### src/rtl/mmi_pkg.sv
package mmi_pkg;

    localparam int DATA_W = 64;
    localparam int REG_W  = 32;
    localparam int NSRC   = 3;
    localparam int ADDR_W = 4;
    localparam int LEN_W  = 6;

    localparam int SRC_ARRIVE = 0;
    localparam int SRC_MATCH  = 1;
    localparam int SRC_EDGE   = 2;

    localparam logic [ADDR_W-1:0] A_FILT_LO = 4'd0;
    localparam logic [ADDR_W-1:0] A_FILT_HI = 4'd1;
    localparam logic [ADDR_W-1:0] A_MASK_LO = 4'd2;
    localparam logic [ADDR_W-1:0] A_MASK_HI = 4'd3;
    localparam logic [ADDR_W-1:0] A_ENABLE  = 4'd4;
    localparam logic [ADDR_W-1:0] A_CLEAR   = 4'd5;
    localparam logic [ADDR_W-1:0] A_STATUS  = 4'd6;
    localparam logic [ADDR_W-1:0] A_DATA_LO = 4'd8;
    localparam logic [ADDR_W-1:0] A_DATA_HI = 4'd9;

    localparam int STAT_LEN_LSB = 8;

    typedef struct packed {
        logic [DATA_W-1:0] filt;
        logic [DATA_W-1:0] mask;
        logic [NSRC-1:0]   en;
    } cfg_t;

    typedef struct packed {
        logic [DATA_W-1:0] data;
        logic [LEN_W-1:0]  len;
        logic              arrived;
    } cap_t;

endpackage

### src/rtl/mmi_cfg_regs.sv
module mmi_cfg_regs
    import mmi_pkg::*;
(
    input  logic              clk,
    input  logic              rst_n,
    input  logic              we,
    input  logic [ADDR_W-1:0] addr,
    input  logic [REG_W-1:0]  wdata,
    output logic [DATA_W-1:0] filt,
    output logic [DATA_W-1:0] mask,
    output logic [NSRC-1:0]   en
);

    localparam int HI_W = DATA_W - REG_W;

    cfg_t cfg_d, cfg_q;

    always_comb begin
        cfg_d = cfg_q;
        if (we) begin
            case (addr)
                A_FILT_LO: cfg_d.filt[REG_W-1:0]      = wdata;
                A_FILT_HI: cfg_d.filt[DATA_W-1:REG_W] = wdata[HI_W-1:0];
                A_MASK_LO: cfg_d.mask[REG_W-1:0]      = wdata;
                A_MASK_HI: cfg_d.mask[DATA_W-1:REG_W] = wdata[HI_W-1:0];
                A_ENABLE:  cfg_d.en                   = wdata[NSRC-1:0];
                default: ;
            endcase
        end
    end

    always_ff @(posedge clk or negedge rst_n) begin
        if (!rst_n) cfg_q <= '0;
        else        cfg_q <= cfg_d;
    end

    assign filt = cfg_q.filt;
    assign mask = cfg_q.mask;
    assign en   = cfg_q.en;

endmodule

### src/rtl/mmi_compare.sv
module mmi_compare
    import mmi_pkg::*;
#(
    parameter int LANE_W = REG_W
) (
    input  logic [DATA_W-1:0] data,
    input  logic [DATA_W-1:0] filt,
    input  logic [DATA_W-1:0] mask,
    output logic              hit
);

    localparam int LANES = DATA_W / LANE_W;

    logic [LANES-1:0] lane_eq;
    logic [LANES-1:0] lane_used;

    for (genvar g = 0; g < LANES; g++) begin : g_lane
        logic [LANE_W-1:0] diff;
        assign diff         = (data[g*LANE_W +: LANE_W] ^ filt[g*LANE_W +: LANE_W])
                              & mask[g*LANE_W +: LANE_W];
        assign lane_eq[g]   = (diff == '0);
        assign lane_used[g] = |mask[g*LANE_W +: LANE_W];
    end

    assign hit = (&lane_eq) & (|lane_used);

endmodule

### src/rtl/mmi_pending.sv
module mmi_pending
    import mmi_pkg::*;
(
    input  logic            clk,
    input  logic            rst_n,
    input  logic [NSRC-1:0] set,
    input  logic [NSRC-1:0] clr,
    input  logic [NSRC-1:0] en,
    output logic [NSRC-1:0] pend,
    output logic            irq
);

    logic [NSRC-1:0] pend_d, pend_q;

    always_comb begin
        for (int i = 0; i < NSRC; i++) begin
            pend_d[i] = set[i] | (pend_q[i] & ~clr[i]);
        end
    end

    always_ff @(posedge clk or negedge rst_n) begin
        if (!rst_n) pend_q <= '0;
        else        pend_q <= pend_d;
    end

    assign pend = pend_q;
    assign irq  = |(pend_q & en);

endmodule

### src/rtl/msg_match_irq.sv
module msg_match_irq
    import mmi_pkg::*;
(
    input  logic              clk,
    input  logic              rst_n,
    input  logic              msg_valid,
    input  logic [DATA_W-1:0] msg_data,
    input  logic [LEN_W-1:0]  msg_len,
    input  logic              edge_evt,
    input  logic              reg_we,
    input  logic [ADDR_W-1:0] reg_addr,
    input  logic [REG_W-1:0]  reg_wdata,
    output logic [REG_W-1:0]  reg_rdata,
    output logic              irq,
    output logic [NSRC-1:0]   pend_o
);

    localparam int HI_W   = DATA_W - REG_W;
    localparam int STAT_Z = REG_W - STAT_LEN_LSB - LEN_W;

    logic [DATA_W-1:0] filt_q;
    logic [DATA_W-1:0] mask_q;
    logic [NSRC-1:0]   en_q;
    logic              hit;
    logic [NSRC-1:0]   ev_set;
    logic [NSRC-1:0]   ev_clr;
    cap_t              cap_d, cap_q;

    mmi_cfg_regs u_cfg (
        .clk   (clk),
        .rst_n (rst_n),
        .we    (reg_we),
        .addr  (reg_addr),
        .wdata (reg_wdata),
        .filt  (filt_q),
        .mask  (mask_q),
        .en    (en_q)
    );

    mmi_compare u_cmp (
        .data (msg_data),
        .filt (filt_q),
        .mask (mask_q),
        .hit  (hit)
    );

    always_comb begin
        ev_set             = '0;
        ev_set[SRC_ARRIVE] = msg_valid;
        ev_set[SRC_MATCH]  = msg_valid & hit;
        ev_set[SRC_EDGE]   = edge_evt;
        ev_clr = (reg_we && reg_addr == A_CLEAR) ? reg_wdata[NSRC-1:0] : '0;
    end

    mmi_pending u_pend (
        .clk   (clk),
        .rst_n (rst_n),
        .set   (ev_set),
        .clr   (ev_clr),
        .en    (en_q),
        .pend  (pend_o),
        .irq   (irq)
    );

    // capture of the last message; arrival wins over a same-cycle status clear
    always_comb begin
        cap_d = cap_q;
        if (msg_valid) begin
            cap_d.data    = msg_data;
            cap_d.len     = msg_len;
            cap_d.arrived = 1'b1;
        end else if (reg_we && reg_addr == A_STATUS && !reg_wdata[0]) begin
            cap_d.arrived = 1'b0;
        end
    end

    always_ff @(posedge clk or negedge rst_n) begin
        if (!rst_n) cap_q <= '0;
        else        cap_q <= cap_d;
    end

    always_comb begin
        case (reg_addr)
            A_FILT_LO: reg_rdata = filt_q[REG_W-1:0];
            A_FILT_HI: reg_rdata = {{(REG_W-HI_W){1'b0}}, filt_q[DATA_W-1:REG_W]};
            A_MASK_LO: reg_rdata = mask_q[REG_W-1:0];
            A_MASK_HI: reg_rdata = {{(REG_W-HI_W){1'b0}}, mask_q[DATA_W-1:REG_W]};
            A_ENABLE:  reg_rdata = {{(REG_W-NSRC){1'b0}}, en_q};
            A_CLEAR:   reg_rdata = {{(REG_W-NSRC){1'b0}}, pend_o};
            A_STATUS:  reg_rdata = {{STAT_Z{1'b0}}, cap_q.len,
                                    {(STAT_LEN_LSB-1){1'b0}}, cap_q.arrived};
            A_DATA_LO: reg_rdata = cap_q.data[REG_W-1:0];
            A_DATA_HI: reg_rdata = {{(REG_W-HI_W){1'b0}}, cap_q.data[DATA_W-1:REG_W]};
            default:   reg_rdata = '0;
        endcase
    end

endmodule

### config.mk
export PLATFORM = sky130hd
export DESIGN_NAME = msg_match_irq
export DESIGN_NICKNAME = d
export VERILOG_FILES = /design/src/rtl/mmi_pkg.sv /design/src/rtl/mmi_cfg_regs.sv /design/src/rtl/mmi_compare.sv /design/src/rtl/mmi_pending.sv /design/src/rtl/msg_match_irq.sv
export SDC_FILE = /design/constraint.sdc
export NUM_CORES = 1
export LEC_CHECK = 0
export BUFFER_PORTS_ARGS = -buffer_cell sky130_fd_sc_hd__buf_2
export CAP_MARGIN = 20
export CORE_MARGIN = 5
export CORE_UTILIZATION = 52
export DETAILED_ROUTE_END_ITERATION = 16
export GPL_ROUTABILITY_DRIVEN = 1
export PLACE_DENSITY_LB_ADDON = 0.3
export SETUP_SLACK_MARGIN = 0.2
export SLEW_MARGIN = 25
export SYNTH_ARGS = -nofsm -noshare
export SYNTH_HDL_FRONTEND = slang
export SYNTH_SLANG_ARGS = --single-unit
### constraint.sdc
create_clock -name clk -period 1.38 [get_ports clk]
set_input_delay 0 -clock clk [delete_from_list [all_inputs] [get_ports clk]]
set_output_delay 0 -clock clk [all_outputs]
set_load 0.02 [all_outputs]
==> results of run 1 <==
==> cells in the final DEF (no fill, tap or decap), types with 4 or more instances in the layout <==
| master | instances |
|---|---|
| mux2_2 | 198 |
| clkbuf_16 | 23 |
| dfrtp_1 | 202 |
| nor2_1 | 5 |
| clkbuf_1 | 5 |
| buf_12 | 20 |
| buf_6 | 69 |
| nor4_1 | 17 |
| nand3_2 | 18 |
| xor2_1 | 64 |
| mux2_4 | 5 |
| clkbuf_8 | 10 |
| a222oi_1 | 9 |
| nand4_1 | 12 |
| a22oi_2 | 55 |
| dlygate4sd3_1 | 106 |
| nand2_1 | 9 |
| buf_2 | 115 |
| nand3_1 | 13 |
| buf_4 | 113 |
| a22oi_1 | 62 |
| clkinv_2 | 4 |
==> per-layer routing <==
metal | part of all wire, % | GRT usage, % | up-vias | wire [µm]
li1 | - | - | 3664 | -
met3 | 7.3 | 6.20 | 130 | 2620
met1 | 39 | 41.2 | 4486 | 13900
met2 | 49 | 53.0 | 505 | 17500
met5 | 0 | 0 | - | 0
met4 | 5.3 | 16.1 | 0 | 1920
==> critical path, cell delays in order, from the launching register on <==
cell and delay, ps:
dfrtp_1 400, xor2_1 170, a222oi_1 510, nand3_1 280, nor4_2 230, a32o_1 200
==> cell families after synthesis <==
group | share of synthesized area (%)
DFF | 52.7
xor gates and xnor gates | 5.75
buffers and inverters | 1.90
muxes | 23.6
AOI/OAI and AO/OA | 10.5
and+or+nand+nor | 5.60
==> synthesized netlist by cell type (all sizes together) (2+ instances only) <==
cell,n,area [µm²]
nand3,31,155
nand4,12,75.1
buf,17,87.6
clkbuf,25,93.8
a21o,3,22.5
nor2,6,22.5
dfrtp,205,5130
a222oi,9,90.1
nor3,5,52.6
nand2b,4,25.0
a221oi,2,17.5
xor2,64,561
a22oi,117,878
mux2,203,2290
nand2,12,45.0
nor4,21,146
==> stage by stage <==
step	util, %	total power, mW	TNS (ps)
2_1_floorplan	-	10.1	-10.3
3_3_place_gp	64.8	12.7	-294
3_5_place_dp	64.8	12.9	-331
4_1_cts	78.0	19.6	-4840
5_1_grt	79.4	20.9	-7050
6_report	79.4	20.2	-5590
==> area by class of cell <==
| type | instances | area, µm² | area share [%] |
|---|---|---|---|
| Tap cell | 234 | 293 | 1.99 |
| Antenna cell | 1 | 2.50 | 0.0170 |
| Multi-Input combinational cell | 495 | 4900 | 33.2 |
| Clock inverter | 4 | 20.0 | 0.136 |
| Inverter | 1 | 3.75 | 0.0254 |
| Timing Repair Buffer | 424 | 3680 | 24.9 |
| Clock buffer | 37 | 718 | 4.87 |
| Sequential cell | 205 | 5130 | 34.8 |
==> flip-flops by register name (all words and copies together) (netlist names) <==
register,flops
cap_q,71
u_cfg.filt,64
u_cfg.mask,64
u_cfg.en,3
u_pend.pend,3
==> power by group through the flow <==
stage / combinational, mW / sequential (mW) / clock, mW
2_1_floorplan: 2.17 / 7.97 / 0
3_3_place_gp: 4.76 / 7.97 / 0
3_5_place_dp: 4.83 / 8.05 / 0
4_1_cts: 5.66 / 7.99 / 5.98
5_1_grt: 6.38 / 8.19 / 6.32
6_report: 6.09 / 8.10 / 6.01
==> how the worst min path moves through the flow <==
stage                from        endpoint  cells past startpoint
finish              rst_n  u_cfg.mask[60]                      2
global route        rst_n       cap_q[36]                      2
CTS                 rst_n        cap_q[9]                      2
detailed placement  rst_n        cap_q[9]                      1
global placement    rst_n  u_cfg.filt[31]                      1
floorplan           rst_n        cap_q[0]                      0
==> timing repair <==
item,CTS,global route
hold endpoints to repair,410,0
setup endpoints to repair,35,36
hold buffers,106,0
setup buffers,17,3
resized for setup,132,49
pin swaps,43,21
==> summary.md, run 1 <==
| Metric | Value |
|---|---|
| Setup Skew | 11.2 ps |
| Hold WS | 26.0 ps |
| Unique masters post-synth | 28 |
| Crit Path Max Fanout | 2 |
| Layout cells sized above 1 | 55.9% |
| Worst vdd ir | 1120 µV |
| H-Tree Depth | 1 |
| Place WS | -331 ps |
| Min cycle time layout | 1850 ps |
| Clock Sink Count | 205 |
| Remaining antenna violation count after routing | 0 |
| Post-Syn Area per Cell | 13.1 µm² |
| Number of synthesized flops with an enable pin | 0 |
| Synth-to-layout area growth | 51.4% |
| Syn_nets | 854 |
| Register area share after synthesis | 52.7% |
| Total Die Area | 21600 µm² |
| Synthesized flop and latch total | 205 |
| Worst-margin pin slew | 501 ps |
| Startpoint Class | flip-flop |
| CTS clk-pin slew, worst paths | 70 ps |
| Via density | 6.27 |
| Antenna violations before repair | 1 |
| Failing checks | setup timing |
| CP Launch Point | u_cfg.filt[25] |
| Reg2Reg Depth | 5 |
| IO Pins | 147 |
| Reg-to-Reg End | u_pend.pend[1] |
| Initial core utilization | 52.4% |
| CP Data Required Time | 1820 ps |
| Crit path capture | u_pend.pend[1] |
| Via count | 8785 |
| Maxcap violations | 0 |
| WL per Instance | 25.7 µm |
| Fill count | 941 |
| Async set-or-reset flop fraction in the synthesized netlist | 100% |
| Pre-Repair DR Iteration Count | 7 |
| Setup CP Type | flip-flop to flip-flop |
| RSZ-0062 raised after global routing | yes |
| Row count | 50 |
| Final WS setup | -468 ps |
| Seq pwr share | 40.1% |
| Final setup vio count | 34 |
| 1st-iter DRT viols | 821 |
| HPWL Detailed | 21.6 mm |
| Max Root-Sink Buffers | 3 |
| Slew headroom | 66.6% |
| Worst skew pair latency | 500 ps |
| Lkg Pwr | 6.72 nW |
| Switching power total | 6.15 mW |
| Min-Delay Path Class | input pin to async pin |
| Placed Area | 12000 µm² |
| CORE AREA | 18600 µm² |
| Routability cong. | 0.882 |
| Outcome | complete, but fails checks |
| Worst EP arrival | 2290 ps |
| Synthesized area | 9740 µm² |
| Design area | 14700 µm² |
| FF-to-FF setup slack | -470 ps |
| Logic gate share of total power | 30.2% |
| Nets | 1261 |
| Tot GR Track Use | 32.3% |
| Worst R2R Start | u_cfg.filt[25] |
| Pins Over Slew Limit | 0 |
| Int Pwr | 14.0 mW |
| Placed instance count | 1233 |
| F_max | 541 MHz |
| Die width | 147 µm |
| Pin count of the biggest net entering global routing | 48 |
| Final Hold Viols | 0 |
| Prevailing post-synth register cell | dfrtp_1 |
| Pwr dens | 1370 nW/µm² |
| DRT Wirelength | 36.0 mm |
| Yosys warns | 0 |
| Num CTS Buffers | 23 |
| Die span in y | 147 µm |
| First-pass GRT wire length | 54.7 mm |
| CTS tree | done |
| Post-Synthesis Cells | 743 |
| IO Port Bufs | 146 |
| Switching share of power | 30.4% |
| Kind of end point of the critical path | flip-flop |
| # DRC | 0 |
| Via count of the first global-routing pass | 9631 |
| Ratio of final minimum period to clock period | 134% |
| Clk pwr share | 29.8% |
| Total gr overflow | 0 |
| Post-Layout Cell Count | 1401 |
| CTS Root Cell | clkbuf_16 |
No activity file was read; power rests on OpenSTA's default activity.
==> run 2, diff against run 1 <==
--- a/config.mk
+++ b/config.mk
@@ -5,6 +5,7 @@
 export SDC_FILE = /design/constraint.sdc
 export NUM_CORES = 1
 export LEC_CHECK = 0
+export ABC_AREA = 1
 export BUFFER_PORTS_ARGS = -buffer_cell sky130_fd_sc_hd__buf_2
 export CAP_MARGIN = 20
 export CORE_MARGIN = 5
==> summary.md, run 2 <==
| Metric | Value |
|---|---|
| Biggest area consumer among synthesized cells | dfrtp_1 (unchanged) |
| Post-Layout Cell Count | 2048 (was 1401) |
| Final WS setup | -373 ps (was -468 ps) |
| IO Port Bufs | 146 (unchanged) |
| Register area share after synthesis | 49.4% (was 52.7%) |
| Initial core utilization | 53.0% (was 52.4%) |
| CP max-delay cell | dfrtp_1 (was a222oi_1) |
| Logic gate share of total power | 27.3% (was 30.2%) |
| Setup CP Type | flip-flop to primary output (was flip-flop to flip-flop) |
| Design area | 15100 µm² (was 14700 µm²) |
| Seq pwr share | 39.4% (was 40.1%) |
| Maxcap violations | 0 (unchanged) |
| Via density | 5.68 (was 6.27) |
| Critical Path, Cell by Cell | buf_6 > nand2_2 > o211ai_1 > a211oi_2 > o21ai_1 > buf_4 (was xor2_1 > a222oi_1 > nand3_1 > nor4_2 > a32o_1) |
| Failing checks | setup timing (unchanged) |
| Area contributors post-synth | dfrtp_1, nand2_1, o21ai_0 (was dfrtp_1, mux2_2, a22oi_1) |
| Async set-or-reset flop fraction in the synthesized netlist | 100% (unchanged) |
| Die span in y | 151 µm (was 147 µm) |
| Pins Over Slew Limit | 0 (unchanged) |
| Ratio of final minimum period to clock period | 127% (was 134%) |
| Largest Register | cap_q (unchanged) |
| Total gr overflow | 0 (unchanged) |
| Most common cell after layout, fill and taps aside | nand2_1 (was dfrtp_1) |
| Setup Skew | 6.42 ps (was 11.2 ps) |
| Min-Delay Path Class | input pin to async pin (unchanged) |
| Total Die Area | 22900 µm² (was 21600 µm²) |
| DRT Wirelength | 39.3 mm (was 36.0 mm) |
| Synth top area share | 49.4% (was 52.7%) |
| Fin Setup TNS | -5860 ps (was -5590 ps) |
| H-Tree Depth | 1 (unchanged) |
| Final setup vio count | 33 (was 34) |
| Number of synthesized flops with an enable pin | 0 (unchanged) |
| Via count | 11632 (was 8785) |
| Nets | 1876 (was 1261) |
| Max reg flops | 71 (unchanged) |
| Routability cong. | 0.940 (was 0.882) |
| Int Pwr | 13.4 mW (was 14.0 mW) |
| Place WS | -57.8 ps (was -331 ps) |
| Slowest stage delay, CP | 390 ps (was 510 ps) |
| CTS clk-pin slew, worst paths | 60 ps (was 70 ps) |
| Clock Sink Count | 205 (unchanged) |
| Worst skew pair latency | 520 ps (was 500 ps) |
| Pin count of the biggest net entering global routing | 67 (was 48) |
| CP Launch Point | u_cfg.filt[8] (was u_cfg.filt[25]) |
| RSZ-0062 raised after global routing | yes (unchanged) |
| CTS Root Cell | clkbuf_16 (unchanged) |
| First-pass GRT wire length | 59.0 mm (was 54.7 mm) |
| Hold WS | 25.4 ps (was 26.0 ps) |
| Worst R2R Start | u_cfg.filt[55] (was u_cfg.filt[25]) |
| Lkg Pwr | 7.67 nW (was 6.72 nW) |
| HPWL Detailed | 24.1 mm (was 21.6 mm) |
| Pwr dens | 1310 nW/µm² (was 1370 nW/µm²) |
| # DRC | 0 (unchanged) |
| Placed instance count | 1817 (was 1233) |
| IO Pins | 147 (unchanged) |
| Outcome | complete, but fails checks (unchanged) |
| Worst-margin pin slew | 511 ps (was 501 ps) |
| Tot GR Track Use | 33.3% (was 32.3%) |
| CP Data Required Time | 1380 ps (was 1820 ps) |
| Final Hold Viols | 0 (unchanged) |
| Die width | 151 µm (was 147 µm) |
| Layout cells sized above 1 | 26.5% (was 55.9%) |
| Clk pwr share | 33.3% (was 29.8%) |
| Diodes inserted | 0 (was 1) |
| Worst path top cell family by delay | compound AO/OA/AOI/OAI gates (unchanged) |
| Crit path depth | 6 (was 5) |
| Commonest non-fill, non-tap cells in the layout | nand2_1, dfrtp_1, inv_1, o21ai_0, buf_4 (was dfrtp_1, mux2_2, buf_2, buf_4, dlygate4sd3_1) |
| Startpoint Class | flip-flop (unchanged) |
| CP Buf/Inv Count | 2 (was 0) |
| Synth-to-layout area growth | 45.1% (was 51.4%) |
| Synth cell count leaders | nand2_1, dfrtp_1, inv_1, o21ai_0, nor2_1 (was dfrtp_1, mux2_2, a22oi_1, xor2_1, nand3_1) |
| Register area | 5130 µm² (about the same) |
| Reg2Reg Depth | 9 (was 5) |
| Remaining antenna violation count after routing | 0 (unchanged) |
| Synthesized flop and latch total | 205 (unchanged) |
| Top-count cell post-synth | nand2_1 (was dfrtp_1) |
| Worst vdd ir | 926 µV (was 1120 µV) |
| Placed Area | 12100 µm² (was 12000 µm²) |
| Synthesized area | 10400 µm² (was 9740 µm²) |
| Prevailing post-synth register cell | dfrtp_1 (unchanged) |
| Fill count | 1246 (was 941) |
| Num CTS Buffers | 24 (was 23) |
| Via count of the first global-routing pass | 11351 (was 9631) |
| CTS tree | done (unchanged) |
| CORE AREA | 19600 µm² (was 18600 µm²) |
| Pre-Repair DR Iteration Count | 5 (was 7) |
| FF-to-FF setup slack | -210 ps (was -470 ps) |
| Min cycle time layout | 1750 ps (was 1850 ps) |
| Row count | 51 (was 50) |
| Syn_nets | 1493 (was 854) |
| Worst EP arrival | 1750 ps (was 2290 ps) |
| Switching power total | 6.32 mW (was 6.15 mW) |
| Crit Path Max Fanout | 2 (unchanged) |
| Switching share of power | 32.0% (was 30.4%) |
| Multi-input logic area | 4530 µm² (was 4900 µm²) |
| Antenna violations before repair | 0 (was 1) |
| Kind of end point of the critical path | primary output (was flip-flop) |
| 1st-iter DRT viols | 1209 (was 821) |
| Post-Synthesis Cells | 1382 (was 743) |
| Post-Syn Area per Cell | 7.52 µm² (was 13.1 µm²) |
| F_max | 571 MHz (was 541 MHz) |
| Yosys warns | 0 (unchanged) |
| WL per Instance | 19.2 µm (was 25.7 µm) |
| Unique masters post-synth | 32 (was 28) |
| Max Root-Sink Buffers | 3 (unchanged) |
| Slew headroom | 65.9% (was 66.6%) |
[run 2: final timing paths]
check	to
worst max-delay path	reg_rdata[8]
worst min-delay path	u_pend.pend[2]
worst max register to register	u_pend.pend[1]
worst min register to register	cap_q[41]
max in group asynchronous	u_cfg.filt[44]
min in group clk	u_pend.pend[2]
[run 2: cells by family after synthesis]
kind of cell           share of synthesized area, %
AO/OA/AOI/OAI                                  16.9
XOR/XNOR                                      0.337
buffers and inverters                          9.78
flip-flops                                     49.4
AND/OR/NAND/NOR                                23.6
[run 2: power groups by stage]
| stage | Clock (mW) | Combinational [mW] | Sequential (mW) |
|---|---|---|---|
| 2_1_floorplan | 0 | 2.16 | 7.72 |
| 3_3_place_gp | 0 | 3.72 | 7.77 |
| 3_5_place_dp | 0 | 3.82 | 7.82 |
| 4_1_cts | 6.60 | 4.94 | 7.68 |
| 5_1_grt | 6.88 | 5.85 | 7.87 |
| 6_report | 6.58 | 5.39 | 7.77 |
[run 2: final cells by class]
class	instances	area share, %
Clock buffer	27	4.27
Clock inverter	17	1.15
Inverter	198	4.95
Multi-Input combinational cell	923	30.1
Sequential cell	205	34.0
Tap cell	265	2.20
Timing Repair Buffer	413	23.3
[run 2: metal layers]
layer,track usage (%),share of wire [%]
met5,0,0
met4,15.8,5.7
met3,5.86,11
met1,43.4,36
met2,54.0,47
[run 2: what timing repair did]
item / CTS / global route
endpoints found under the setup margin: 35 / 35
hold buffers: 109 / 0
hold endpoints to repair: 409 / 0
gates resized for setup: 105 / 79
pin swaps: 60 / 40
setup buffers: 65 / 13
[run 2: through the flow]
step                util, %  power (mW)
finish                 76.9        19.7
global route           76.9        20.6
CTS                    75.3        19.2
detailed placement     61.6        11.6
global placement       61.6        11.5
floorplan                 -        9.88
==> run 3, diff against run 2 <==
--- a/config.mk
+++ b/config.mk
@@ -12,6 +12,7 @@
 export CORE_UTILIZATION = 52
 export DETAILED_ROUTE_END_ITERATION = 16
 export GPL_ROUTABILITY_DRIVEN = 1
+export GPL_TIMING_DRIVEN = 0
 export PLACE_DENSITY_LB_ADDON = 0.3
 export SETUP_SLACK_MARGIN = 0.2
 export SLEW_MARGIN = 25
==> summary.md, run 3 (synthesized netlist as in run 2, its figures left out) <==
| Metric | Value |
|---|---|
| Antenna violations before repair | 0 (unchanged) |
| Crit path capture | reg_rdata[7] (was reg_rdata[8]) |
| DRT Wirelength | 42.3 mm (was 39.3 mm) |
| Maxcap violations | 0 (unchanged) |
| Routability cong. | 0.955 (was 0.940) |
| Worst EP arrival | 1690 ps (was 1750 ps) |
| Die width | 151 µm (unchanged) |
| Outcome | complete, but fails checks (unchanged) |
| Row count | 51 (unchanged) |
| Clock Sink Count | 205 (unchanged) |
| Reg2Reg Depth | 12 (was 9) |
| Crit path depth | 5 (was 6) |
| Most common cell after layout, fill and taps aside | nand2_1 (unchanged) |
| Fill count | 1449 (was 1246) |
| CTS clk-pin slew, worst paths | 60 ps (about the same) |
| Num CTS Buffers | 23 (was 24) |
| Max reg flops | 71 (unchanged) |
| CTS tree | done (unchanged) |
| Kind of end point of the critical path | primary output (unchanged) |
| Diodes inserted | 0 (unchanged) |
| CP max-delay cell | dfrtp_1 (unchanged) |
| Remaining antenna violation count after routing | 0 (unchanged) |
| CP Buf/Inv Count | 1 (was 2) |
| Slew headroom | 38.8% (was 65.9%) |
| CTS Root Cell | clkbuf_16 (unchanged) |
| Max Root-Sink Buffers | 3 (unchanged) |
| HPWL Detailed | 26.5 mm (was 24.1 mm) |
| Pwr dens | 1290 nW/µm² (was 1310 nW/µm²) |
| # DRC | 0 (unchanged) |
| WL per Instance | 20.8 µm (was 19.2 µm) |
| Via count of the first global-routing pass | 11364 (was 11351) |
| Total gr overflow | 0 (unchanged) |
| FF-to-FF setup slack | -200 ps (was -210 ps) |
| CP Data Required Time | 1380 ps (about the same) |
| Worst vdd ir | 871 µV (was 926 µV) |
| CORE AREA | 19600 µm² (unchanged) |
| IO Port Bufs | 145 (was 146) |
| Startpoint Class | flip-flop (unchanged) |
| RSZ-0062 raised after global routing | yes (unchanged) |
| First-pass GRT wire length | 62.5 mm (was 59.0 mm) |
| Total Die Area | 22900 µm² (unchanged) |
| Final Hold Viols | 5 (was 0) |
| Ratio of final minimum period to clock period | 122% (was 127%) |
| Worst path top cell family by delay | compound AO/OA/AOI/OAI gates (unchanged) |
| Place WS | -435 ps (was -57.8 ps) |
| Layout cells sized above 1 | 25.7% (was 26.5%) |
| H-Tree Depth | 1 (unchanged) |
| Pin count of the biggest net entering global routing | 93 (was 67) |
| CP Launch Point | u_cfg.filt[7] (was u_cfg.filt[8]) |
| Hold WS | -12.2 ps (was 25.4 ps) |
| Setup Skew | 15.7 ps (was 6.42 ps) |
| Min-Delay Path Class | input pin to async pin (unchanged) |
| Pre-Repair DR Iteration Count | 6 (was 5) |
| Via count | 11823 (was 11632) |
| Worst skew pair latency | 520 ps (about the same) |
| Via density | 5.82 (was 5.68) |
| Initial core utilization | 53.0% (unchanged) |
| Largest Register | cap_q (unchanged) |
| Setup CP Type | flip-flop to primary output (unchanged) |
| Lkg Pwr | 7.34 nW (was 7.67 nW) |
| Crit Path Max Fanout | 2 (unchanged) |
| F_max | 593 MHz (was 571 MHz) |
| Worst-margin pin slew | 918 ps (was 511 ps) |
| Slowest stage delay, CP | 400 ps (was 390 ps) |
| Failing checks | hold timing, setup timing (was setup timing) |
| Pins Over Slew Limit | 0 (unchanged) |
| Worst R2R Start | u_cfg.filt[33] (was u_cfg.filt[55]) |
| 1st-iter DRT viols | 1824 (was 1209) |
| Reg-to-Reg End | u_pend.pend[1] (unchanged) |
| Min cycle time layout | 1690 ps (was 1750 ps) |
| Final setup vio count | 33 (unchanged) |
| IO Pins | 147 (unchanged) |
| Synth-to-layout area growth | 39.4% (was 45.1%) |
| Critical Path, Cell by Cell | nand2_1 > o21ai_2 > a211oi_2 > o221ai_2 > buf_4 (was buf_6 > nand2_2 > o211ai_1 > a211oi_2 > o21ai_1 > buf_4) |
| Nets | 1863 (was 1876) |
| Tot GR Track Use | 36.3% (was 33.3%) |
| Die span in y | 151 µm (unchanged) |
| Final core occ | 74.0% (was 76.9%) |
| Commonest non-fill, non-tap cells in the layout | nand2_1, dfrtp_1, inv_1, o21ai_0, buf_2 (was nand2_1, dfrtp_1, inv_1, o21ai_0, buf_4) |
| Final WS setup | -307 ps (was -373 ps) |
## run 3: changes by cell type in the layout (fill, tap and decap cells not counted), moves of 6 or more
cell and delta:
nor2_2 +12, clkinv_2 -6, buf_4 -17, nand3_2 +7, nor2_1 -12, buf_6 -21
clkbuf_1 +27, buf_2 +20, buf_12 -20, nand3_1 -8, clkbuf_2 +6
## run 3: report_power, final
| group | internal (mW) | switching (mW) | leakage (nW) |
|---|---|---|---|
| clock | 3.33 | 2.47 | 0.344 |
| sequential | 7.00 | 0.851 | 2.55 |
| combinational | 2.21 | 2.84 | 4.45 |
## run 3: repair_timing
action	4_1_cts	5_1_grt
resized for setup	117	90
endpoints found under the hold margin	410	0
hold buffers	104	0
pin swaps	72	38
endpoints found under the setup margin	35	60
buffers inserted	68	26
## run 3: cell type report
cell class / count / area (µm²) / area share [%]
plain buffers: 56 / 297 / 2.05
clock buffers: 35 / 671 / 4.63
clock inverters: 4 / 23.8 / 0.164
inverters: 198 / 751 / 5.18
multi-input cells: 923 / 4600 / 31.8
flip-flops and latches: 205 / 5130 / 35.4
well taps: 265 / 332 / 2.29
repair buffers: 345 / 2680 / 18.5
## run 3: worst min path at each step
stage / end / slack [ps] / depth (start not counted)
2_1_floorplan: cap_q[0] / -300 / 0
3_3_place_gp: u_pend.pend[2] / 190 / 3
3_5_place_dp: u_cfg.en[0] / -50 / 1
4_1_cts: u_cfg.en[0] / 10 / 2
5_1_grt: u_cfg.en[0] / 40 / 2
6_report: u_cfg.en[0] / -10 / 2
## run 3: layer usage
metal	share of wire, %	vias up	routed length [µm]	GRT usage (%)
li1	-	5166	-	-
met1	36	5519	15200	46.2
met2	45	924	18900	57.0
met3	13	214	5610	9.28
met4	6.3	0	2650	19.5
met5	0	-	0	0
## run 3: stage by stage
step	TNS, ps	hold WS, ps	power, mW	area (µm²)	std cells
floorplan	0	-296	9.88	10400	1382
global placement	-673130	189	11.2	11500	1792
detailed placement	-21820	-54.2	11.3	11500	1794
CTS	-4660	14.7	18.1	14100	2005
global route	-6300	42.3	19.4	14500	2031
finish	-4910	-12.2	18.7	14500	2031
